[src/rtl/uart_irq_pkg.sv]
package uart_irq_pkg;
  localparam int NSRC    = 4;
  localparam int IDX_RX  = 0;
  localparam int IDX_TX  = 1;
  localparam int IDX_LS  = 2;
  localparam int IDX_MS  = 3;

  localparam logic [2:0] ID_NONE = 3'b001;
  localparam logic [2:0] ID_LS   = 3'b110;
  localparam logic [2:0] ID_RX   = 3'b100;
  localparam logic [2:0] ID_TX   = 3'b010;
  localparam logic [2:0] ID_MS   = 3'b000;

  // fixed priority: line error > rx ready > tx empty > modem change
  function automatic logic [2:0] ident(input logic [NSRC-1:0] act);
    if (act[IDX_LS])      return ID_LS;
    else if (act[IDX_RX]) return ID_RX;
    else if (act[IDX_TX]) return ID_TX;
    else if (act[IDX_MS]) return ID_MS;
    else                  return ID_NONE;
  endfunction
endpackage

[src/rtl/irq_src_flag.sv]
module irq_src_flag (
  input  logic clk,
  input  logic rst_n,
  input  logic set_i,
  input  logic clr_i,
  output logic flag_o
);
  always_ff @(posedge clk) begin
    if (!rst_n)     flag_o <= 1'b0;
    else if (set_i) flag_o <= 1'b1;
    else if (clr_i) flag_o <= 1'b0;
  end

  // an event is never lost, even against a coinciding clear
  assert_set_wins_R11: assert property (@(posedge clk) disable iff (!rst_n)
    set_i |=> flag_o);
endmodule

[src/rtl/irq_prio_enc.sv]
module irq_prio_enc
  import uart_irq_pkg::*;
(
  input  logic [NSRC-1:0] act_i,
  output logic [2:0]      id_o,
  output logic            req_o
);
  always_comb begin
    id_o  = ident(act_i);
    req_o = |act_i;
  end
endmodule

[src/rtl/uart_irq_id.sv]
module uart_irq_id
  import uart_irq_pkg::*;
#(
  parameter int AW        = 3,
  parameter int OFS_DATA  = 0,
  parameter int OFS_IEN   = 1,
  parameter int OFS_IID   = 2,
  parameter int OFS_LSTAT = 5,
  parameter int OFS_MSTAT = 6
) (
  input  logic          clk,
  input  logic          rst_n,
  input  logic [AW-1:0] addr,
  input  logic          rd_en,
  input  logic          wr_en,
  input  logic [7:0]    wdata,
  output logic [7:0]    rdata,
  input  logic          dlab,
  input  logic          ev_rx_ready,
  input  logic          ev_tx_empty,
  input  logic          ev_line_err,
  input  logic          ev_modem_chg,
  output logic          irq
);
  localparam int PADW = 8 - NSRC;

  logic [NSRC-1:0] ien_q, flag_q, act, set_v, clr_v;
  logic [2:0]      id;

  // named access events
  logic rd_rbr, wr_thr, wr_ien, rd_iid, rd_lsr, rd_msr;
  assign rd_rbr = rd_en && (addr == AW'(OFS_DATA))  && !dlab;
  assign wr_thr = wr_en && (addr == AW'(OFS_DATA))  && !dlab;
  assign wr_ien = wr_en && (addr == AW'(OFS_IEN))   && !dlab;
  assign rd_iid = rd_en && (addr == AW'(OFS_IID));
  assign rd_lsr = rd_en && (addr == AW'(OFS_LSTAT));
  assign rd_msr = rd_en && (addr == AW'(OFS_MSTAT));

  always_ff @(posedge clk) begin
    if (!rst_n)      ien_q <= '0;
    else if (wr_ien) ien_q <= wdata[NSRC-1:0];
  end

  always_comb begin
    set_v         = '0;
    set_v[IDX_RX] = ev_rx_ready;
    set_v[IDX_TX] = ev_tx_empty;
    set_v[IDX_LS] = ev_line_err;
    set_v[IDX_MS] = ev_modem_chg;
    clr_v         = '0;
    clr_v[IDX_RX] = rd_rbr;
    clr_v[IDX_TX] = wr_thr || (rd_iid && id == ID_TX);
    clr_v[IDX_LS] = rd_lsr;
    clr_v[IDX_MS] = rd_msr;
  end

  for (genvar i = 0; i < NSRC; i++) begin : g_src
    irq_src_flag u_flag (
      .clk    (clk),
      .rst_n  (rst_n),
      .set_i  (set_v[i]),
      .clr_i  (clr_v[i]),
      .flag_o (flag_q[i])
    );
  end

  assign act = flag_q & ien_q;

  irq_prio_enc u_enc (
    .act_i (act),
    .id_o  (id),
    .req_o (irq)
  );

  always_comb begin
    rdata = 8'h00;
    if (addr == AW'(OFS_IEN) && !dlab) rdata = {{PADW{1'b0}}, ien_q};
    else if (addr == AW'(OFS_IID))     rdata = {5'b0, id};
  end

  assert_ien_locked_R3: assert property (@(posedge clk) disable iff (!rst_n)
    (wr_en && addr == AW'(OFS_IEN) && dlab) |=> $stable(ien_q));
  assert_req_matches_id_R6: assert property (@(posedge clk) disable iff (!rst_n)
    irq == !id[0]);
  assert_line_err_top_R5: assert property (@(posedge clk) disable iff (!rst_n)
    (flag_q[IDX_LS] && ien_q[IDX_LS]) |-> id == ID_LS);
  assert_masked_quiet_R4: assert property (@(posedge clk) disable iff (!rst_n)
    (ien_q == '0) |-> !irq);
  assert_rx_clear_R7: assert property (@(posedge clk) disable iff (!rst_n)
    (rd_rbr && !ev_rx_ready) |=> !flag_q[IDX_RX]);
  assert_ls_clear_R8: assert property (@(posedge clk) disable iff (!rst_n)
    (rd_lsr && !ev_line_err) |=> !flag_q[IDX_LS]);
  assert_tx_clear_R9: assert property (@(posedge clk) disable iff (!rst_n)
    (wr_thr && !ev_tx_empty) |=> !flag_q[IDX_TX]);
  assert_ms_clear_R10: assert property (@(posedge clk) disable iff (!rst_n)
    (rd_msr && !ev_modem_chg) |=> !flag_q[IDX_MS]);
endmodule

[config.mk]
export PLATFORM = sky130hd
export DESIGN_NAME = uart_irq_id
export DESIGN_NICKNAME = d
export VERILOG_FILES = /design/src/rtl/uart_irq_pkg.sv /design/src/rtl/irq_src_flag.sv /design/src/rtl/irq_prio_enc.sv /design/src/rtl/uart_irq_id.sv
export SDC_FILE = /design/constraint.sdc
export NUM_CORES = 1
export LEC_CHECK = 0
export ABC_AREA = 1
export BUFFER_PORTS_ARGS = -buffer_cell sky130_fd_sc_hd__buf_2
export CORE_AREA = 2 2 39 41
export CTS_CLUSTER_DIAMETER = 100
export DETAILED_ROUTE_END_ITERATION = 8
export DIE_AREA = 0 0 41 43
export PLACE_DENSITY = 0.83
export SLEW_MARGIN = 20
export SYNTH_ARGS = -nofsm -noshare
export SYNTH_HDL_FRONTEND = slang
export SYNTH_SLANG_ARGS = --single-unit
[constraint.sdc]
create_clock -name clk -period 1.1 [get_ports clk]
set_input_delay 0.22 -clock clk [delete_from_list [all_inputs] [get_ports clk]]
set_output_delay 0.22 -clock clk [all_outputs]
set_load 0.01 [all_outputs]
**Yosys cells after proc, flatten, opt, wreduce, memory -nomap -nowiden**

Cells that the tools add are included.

- Flip-flop bits (word level): 8
- Bits of input ports: 20

- Equal/unequal tests: 5
- Mux-type cells: 14
- Bitwise gates (word level): 1
- Reduce and logical (&&, ||, !) cells: 19

Operators with widths:

| operator | count |
|---|---|
| $mux W3 | 4 |
| $logic_and A1 B1 Y1 | 11 |
| $mux W1 | 9 |
| $reduce_bool A2 Y1 | 4 |
| $eq A3 B2 Y1 const B | 2 |
| $eq A3 B3 Y1 const B | 2 |
| $and A4 B4 Y4 | 1 |
| $mux W4 | 1 |
| $reduce_or A4 Y1 | 1 |
| $eq A3 B1 Y1 const B | 1 |
| $logic_not A3 Y1 | 1 |
| $logic_not A1 Y1 | 1 |
| $logic_or A1 B1 Y1 | 1 |

**Longest topological paths before layout**

- Word-level depth: 10
- Gate-level depth with buffers: 7
- Gate-level depth less buffers: 7

**Hierarchy**

A second synthesis with hierarchy kept.

- Cell total of the unflattened synthesis: 104
- Area total of the unflattened synthesis: 611.8 µm²

Modules (own cells, without submodules):

| module | instances | cells an instance | area each (µm²) | seq. area each (µm²) |
|---|---|---|---|---|
| uart_irq_id | 1 | 70 | 391.6 | 80.1 |
| irq_src_flag | 4 | 6 | 43.8 | 20.0 |
| irq_prio_enc | 1 | 10 | 45.0 | 0.0 |

**Worst setup path before layout**

Ideal clock, no wire load.

- Path kind: input port to output port
- From: input addr[1]
- To: output rdata[2]
- Arrival time: 709 ps
- Setup slack: 171 ps
- Stages on the path: 4
- Buffers on the path: 0
- Cell sequence: inv_1 > nand3_4 > inv_2 > a22o_1

- Cells in the longest elaborated chain, start to end: 3
- Elaborated cells between the ends (all ways): 5
- Those cells by class: 2 x eq/ne; 2 x mux; 1 x reduce/logical

Ends and longest elaborated chain:

| what | line | text |
|---|---|---|
| start: declaration | uart_irq_id.sv:13 | `input logic [AW-1:0] addr,` |
| $eq A3 B2 Y1 / $eq A3 B1 Y1 (equally long branches) | uart_irq_id.sv:78, uart_irq_id.sv:77 |  |
| $mux W3 / $logic_and A1 B1 Y1 (equally long branches) | uart_irq_id.sv:78, uart_irq_id.sv:77 |  |
| $mux W4 (*) | uart_irq_id.sv:77 | `if (addr == AW'(OFS_IEN) && !dlab) rdata = {{PADW{1'b0}}, ien_q};` |
| end: declaration | uart_irq_id.sv:17 | `output logic [7:0] rdata,` |

Mark *: on every way between the ends. The rest lies on a longest branch, timed or not.

**Worst setup path in the final report**

- From: register ien_q[0]
- To: register g_src[1].u_flag.flag_o

- Cells in the longest elaborated chain, start to end: 7

Ends and longest elaborated chain:

| what | line | text |
|---|---|---|
| start: declaration | uart_irq_id.sv:27 | `logic [NSRC-1:0] ien_q, flag_q, act, set_v, clr_v;` |
| start signal: assignment | uart_irq_id.sv:41 | `else if (wr_ien) ien_q <= wdata[NSRC-1:0];` |
| $and A4 B4 Y4 | uart_irq_id.sv:67 | `assign act = flag_q & ien_q;` |
| $mux W3 | uart_irq_pkg.sv:17 | `else if (act[IDX_RX]) return ID_RX;` |
| $mux W3 | uart_irq_pkg.sv:16 | `if (act[IDX_LS]) return ID_LS;` |
| $eq A3 B2 Y1 | uart_irq_id.sv:52 | `clr_v[IDX_TX] = wr_thr \|\| (rd_iid && id == ID_TX);` |
| $logic_and A1 B1 Y1 | uart_irq_id.sv:52 |  |
| $logic_or A1 B1 Y1 | uart_irq_id.sv:52 |  |
| $reduce_bool A2 Y1 (no line) | -- |  |
| end signal: assignment | irq_src_flag.sv:9 | `if (!rst_n) flag_o <= 1'b0;` |
| end signal: assignment | irq_src_flag.sv:10 | `else if (set_i) flag_o <= 1'b1;` |
| end signal: assignment | irq_src_flag.sv:11 | `else if (clr_i) flag_o <= 1'b0;` |
| end: declaration | irq_src_flag.sv:6 | `output logic flag_o` |

No other way between the ends.
A chain may end at the register's enable or synchronous reset.

==> impl_metrics.py <==
metrics = {
    "run_status": {
        "failed_checks": "setup timing",
        "outcome": "finished with violations",
    },
    "finish": {
        "final_net_count": 130,
        "area.growth.synth_to_final_pct": 49.1,
        "n_antenna_cell": 0,
        "n_fill_cell": 127,
        "layout-drive-gt1-share_pct": 57.4,
        "instances_no_fill": 124,
    },
    "sta": {
        "fin_skew_ns": 0.00484,
        "finalWorstSetupSlack_ns": -0.187,
        "max_clock_freq_mhz": 777,
        "crit_share_post_route_pct": 117,
        "rsz0062_at_grt": "true",
        "finalCriticalPeriod_ns": 1.29,
        "report.final.slew_viol_count": 0,
        "final-setup-viol-count": 6,
        "hold_violations": 0,
    },
    "critical_path": {
        "ff2ff_path_depth": 9,
        "rr_startpoint": "ien_q[0]",
        "category_of_the_critical_setup_timing_path": "reg2reg",
        "timing.critical_path.fanout_max": 3,
        "worstPathRequired_ns": 1.24,
        "startpoint_type": "register",
        "reg2reg_slack_ns": -0.19,
        "crit_slowest_cell": "sky130_fd_sc_hd__dfxtp_2",
        "destination_of_the_worst_register_to_register_timing_path": "g_src[1].u_flag.flag_o",
        "critical-path-max-stage-delay_ns": 0.34,
        "cp_cell_sequence": "nand2_4, nand2_4, buf_4, buf_6, buf_4, nor2_2, nand3_1, nand2_1, a21oi_2",
        "arrival_ns": 1.42,
        "end_kind": "register",
    },
    "global_routing": {
        "grt_start_max_net_pins": 6,
        "grt_pass1_vias": 579,
        "grt_first_pass_wirelength_um": 2270,
        "grtUsageTotal_pct": 18.9,
        "global_route.overflow_total": 0,
        "number_of_antenna_violations_at_the_first_check_in_global_routing": 0,
    },
    "synthesis": {
        "synthMostInstantiatedCell": "sky130_fd_sc_hd__nand2_1",
        "avgSynthCellArea_um2": 6.70,
        "yosys_warnings": 0,
        "ys_seq_area_share_pct": 31.4,
        "synth_top_cell_area_share_pct": 31.4,
        "syn_inst": 76,
        "ys_async_sr_fraction_pct": 0,
        "synth_top_area_cell": "sky130_fd_sc_hd__dfxtp_1",
        "post_synth_num_cell_types": 17,
        "ys_ff_latch": 8,
        "synth-edff-count": 0,
        "synth_common_cells": "sky130_fd_sc_hd__nand2_1, sky130_fd_sc_hd__inv_1, sky130_fd_sc_hd__dfxtp_1, sky130_fd_sc_hd__nor2_1, sky130_fd_sc_hd__o21ai_1",
        "synthTopCellsByArea": "sky130_fd_sc_hd__dfxtp_1, sky130_fd_sc_hd__nand2_1, sky130_fd_sc_hd__inv_1",
        "post_synth_instance_area_um2": 509,
        "ys.flop_type": "sky130_fd_sc_hd__dfxtp_1",
    },
    "clocking": {
        "clock_tree.buffer_depth": 2,
        "cts-buffers-inserted": 3,
        "tritoncts_clock_tree": "yes",
        "cts_sink_cnt": 8,
        "holdBufCountCts": 0,
        "cts.clk_slew.worst_paths_ns": 0.05,
        "clock_tree.htree_level_count": 1,
        "cts_root_buf": "sky130_fd_sc_hd__clkbuf_4",
        "clock_insertion_delay_worst_skew_ns": 0.25,
    },
    "drt": {
        "postRouteWirelength_um": 1410,
        "viasPerCell": 4.80,
        "detail_route.first_pass.iterations": 4,
        "detail-route-antenna-nets": 0,
        "wire_per_inst_um": 11.4,
        "drcViolationCount": 0,
        "detail_route.iter0.violations": 8,
        "dr_total_vias": 595,
    },
    "floorplanning": {
        "die_width_um": 41,
        "rows": 14,
        "core_area_mm2": 0.00138,
        "dieHeight_um": 43,
        "die_area_mm2": 0.00176,
        "io-pin-count": 29,
        "initial_core_util_pct": 36.8,
    },
    "flow_run": {
        "cap_viol_max_count": 0,
    },
    "placement": {
        "routabilityCongestion": 0.796,
        "place.detailed.instances": 115,
        "numPortBuffers": 20,
        "worst_setup_slack_before_clock_tree_synthesis_ns": -0.0516,
        "dp_hpwl_um": 917,
    },
    "power_and_ir_drop": {
        "p_total_mw": 0.664,
        "powerDensity_mw_per_mm2": 874,
        "vdd_drop_max_mv": 0.707,
        "power.leakage_nw": 0.441,
    },
    "worst_hold_path": {
        "timing.hold.worst_endpoint": "g_src[0].u_flag.flag_o",
        "min_delay_path_depth": 3,
        "min_path_type": "in2reg",
        "worst_hold_startpoint": "ev_rx_ready",
    },
}
-- area by class of cell --
class	count	area, um^2	area share (%)
Inverter	14	55.1	7.25
Sequential cell	8	170	22.4
Multi-Input combinational cell	53	309	40.7
Clock buffer	3	22.5	2.97
Timing Repair Buffer	30	183	24.1
Tap cell	16	20.0	2.64
-- registers in the layout (all words and copies together) (netlist names) --
signal               count
g_src.u_flag.flag_o      4
ien_q                    4
-- logic make-up after synthesis --
family,Yosys count,share of synthesized area (%)
AOI/OAI and AO/OA,11,12.0
buffers and inverters,18,16.2
DFF,8,31.4
other,1,0.736
and+or+nand+nor,38,39.6
-- stage by stage --
| step | instance area (um^2) | util (%) | TNS [ns] | hold WS, ns |
|---|---|---|---|---|
| floorplan | 520 | - | 0 | 0.337 |
| global placement | 641 | 46.3 | -0.0966 | 0.434 |
| detailed placement | 641 | 46.3 | -0.112 | 0.439 |
| CTS | 718 | 51.9 | -0.672 | 0.193 |
| global route | 759 | 54.9 | -1.23 | 0.198 |
| finish | 759 | 54.9 | -0.899 | 0.186 |
-- layout by cell type, fill, tap and decap left out, types with 3 or more instances in the layout --
| master | count |
|---|---|
| sky130_fd_sc_hd__a21oi_1 | 3 |
| sky130_fd_sc_hd__buf_4 | 8 |
| sky130_fd_sc_hd__buf_2 | 20 |
| sky130_fd_sc_hd__o21ai_1 | 5 |
| sky130_fd_sc_hd__conb_1 | 4 |
| sky130_fd_sc_hd__nand3_1 | 3 |
| sky130_fd_sc_hd__dfxtp_2 | 8 |
| sky130_fd_sc_hd__nand2_1 | 14 |
| sky130_fd_sc_hd__clkbuf_4 | 3 |
| sky130_fd_sc_hd__inv_2 | 5 |
| sky130_fd_sc_hd__nor2_1 | 7 |
| sky130_fd_sc_hd__inv_1 | 8 |
| sky130_fd_sc_hd__nor2_2 | 5 |
-- report_power, final --
group	internal (mW)	total [mW]	switching (mW)	leakage [nW]
Clock	0.124	0.218	0.0939	0.0138
Combinational	0.0564	0.128	0.0716	0.358
Sequential	0.307	0.318	0.0107	0.0686
-- worst max path at each step --
stage | slack [ns] | cells after the start | start | end
after detailed placement | -0.05 | 5 | addr[0] | rdata[0]
after floorplan | 0.17 | 4 | addr[1] | rdata[2]
final | -0.19 | 9 | ien_q[0] | g_src[1].u_flag.flag_o
after CTS | -0.18 | 6 | ien_q[0] | rdata[0]
after global routing | -0.25 | 9 | ien_q[0] | g_src[1].u_flag.flag_o
after global placement | -0.05 | 4 | addr[0] | rdata[2]
-- per-layer routing --
metal,GRT usage (%),up-vias,wire (um)
li1,-,292,-
met1,22.1,270,525
met2,28.1,25,755
met3,5.24,8,72
met4,12.7,0,56
met5,0,-,0
-- what timing repair did --
action | CTS | global route
buffers inserted | 5 | 2
pin swaps | 4 | 8
gates resized for setup | 10 | 14
endpoints found under the setup margin | 5 | 6
-- worst max-delay path: cells and delay by family (launching register included) --
family | cells | cell delay (ns)
compound gates | 1 | 0.06
buf+inv | 3 | 0.35
flops | 1 | 0.34
simple gates | 5 | 0.42
No activity file was read; power rests on OpenSTA's default activity.
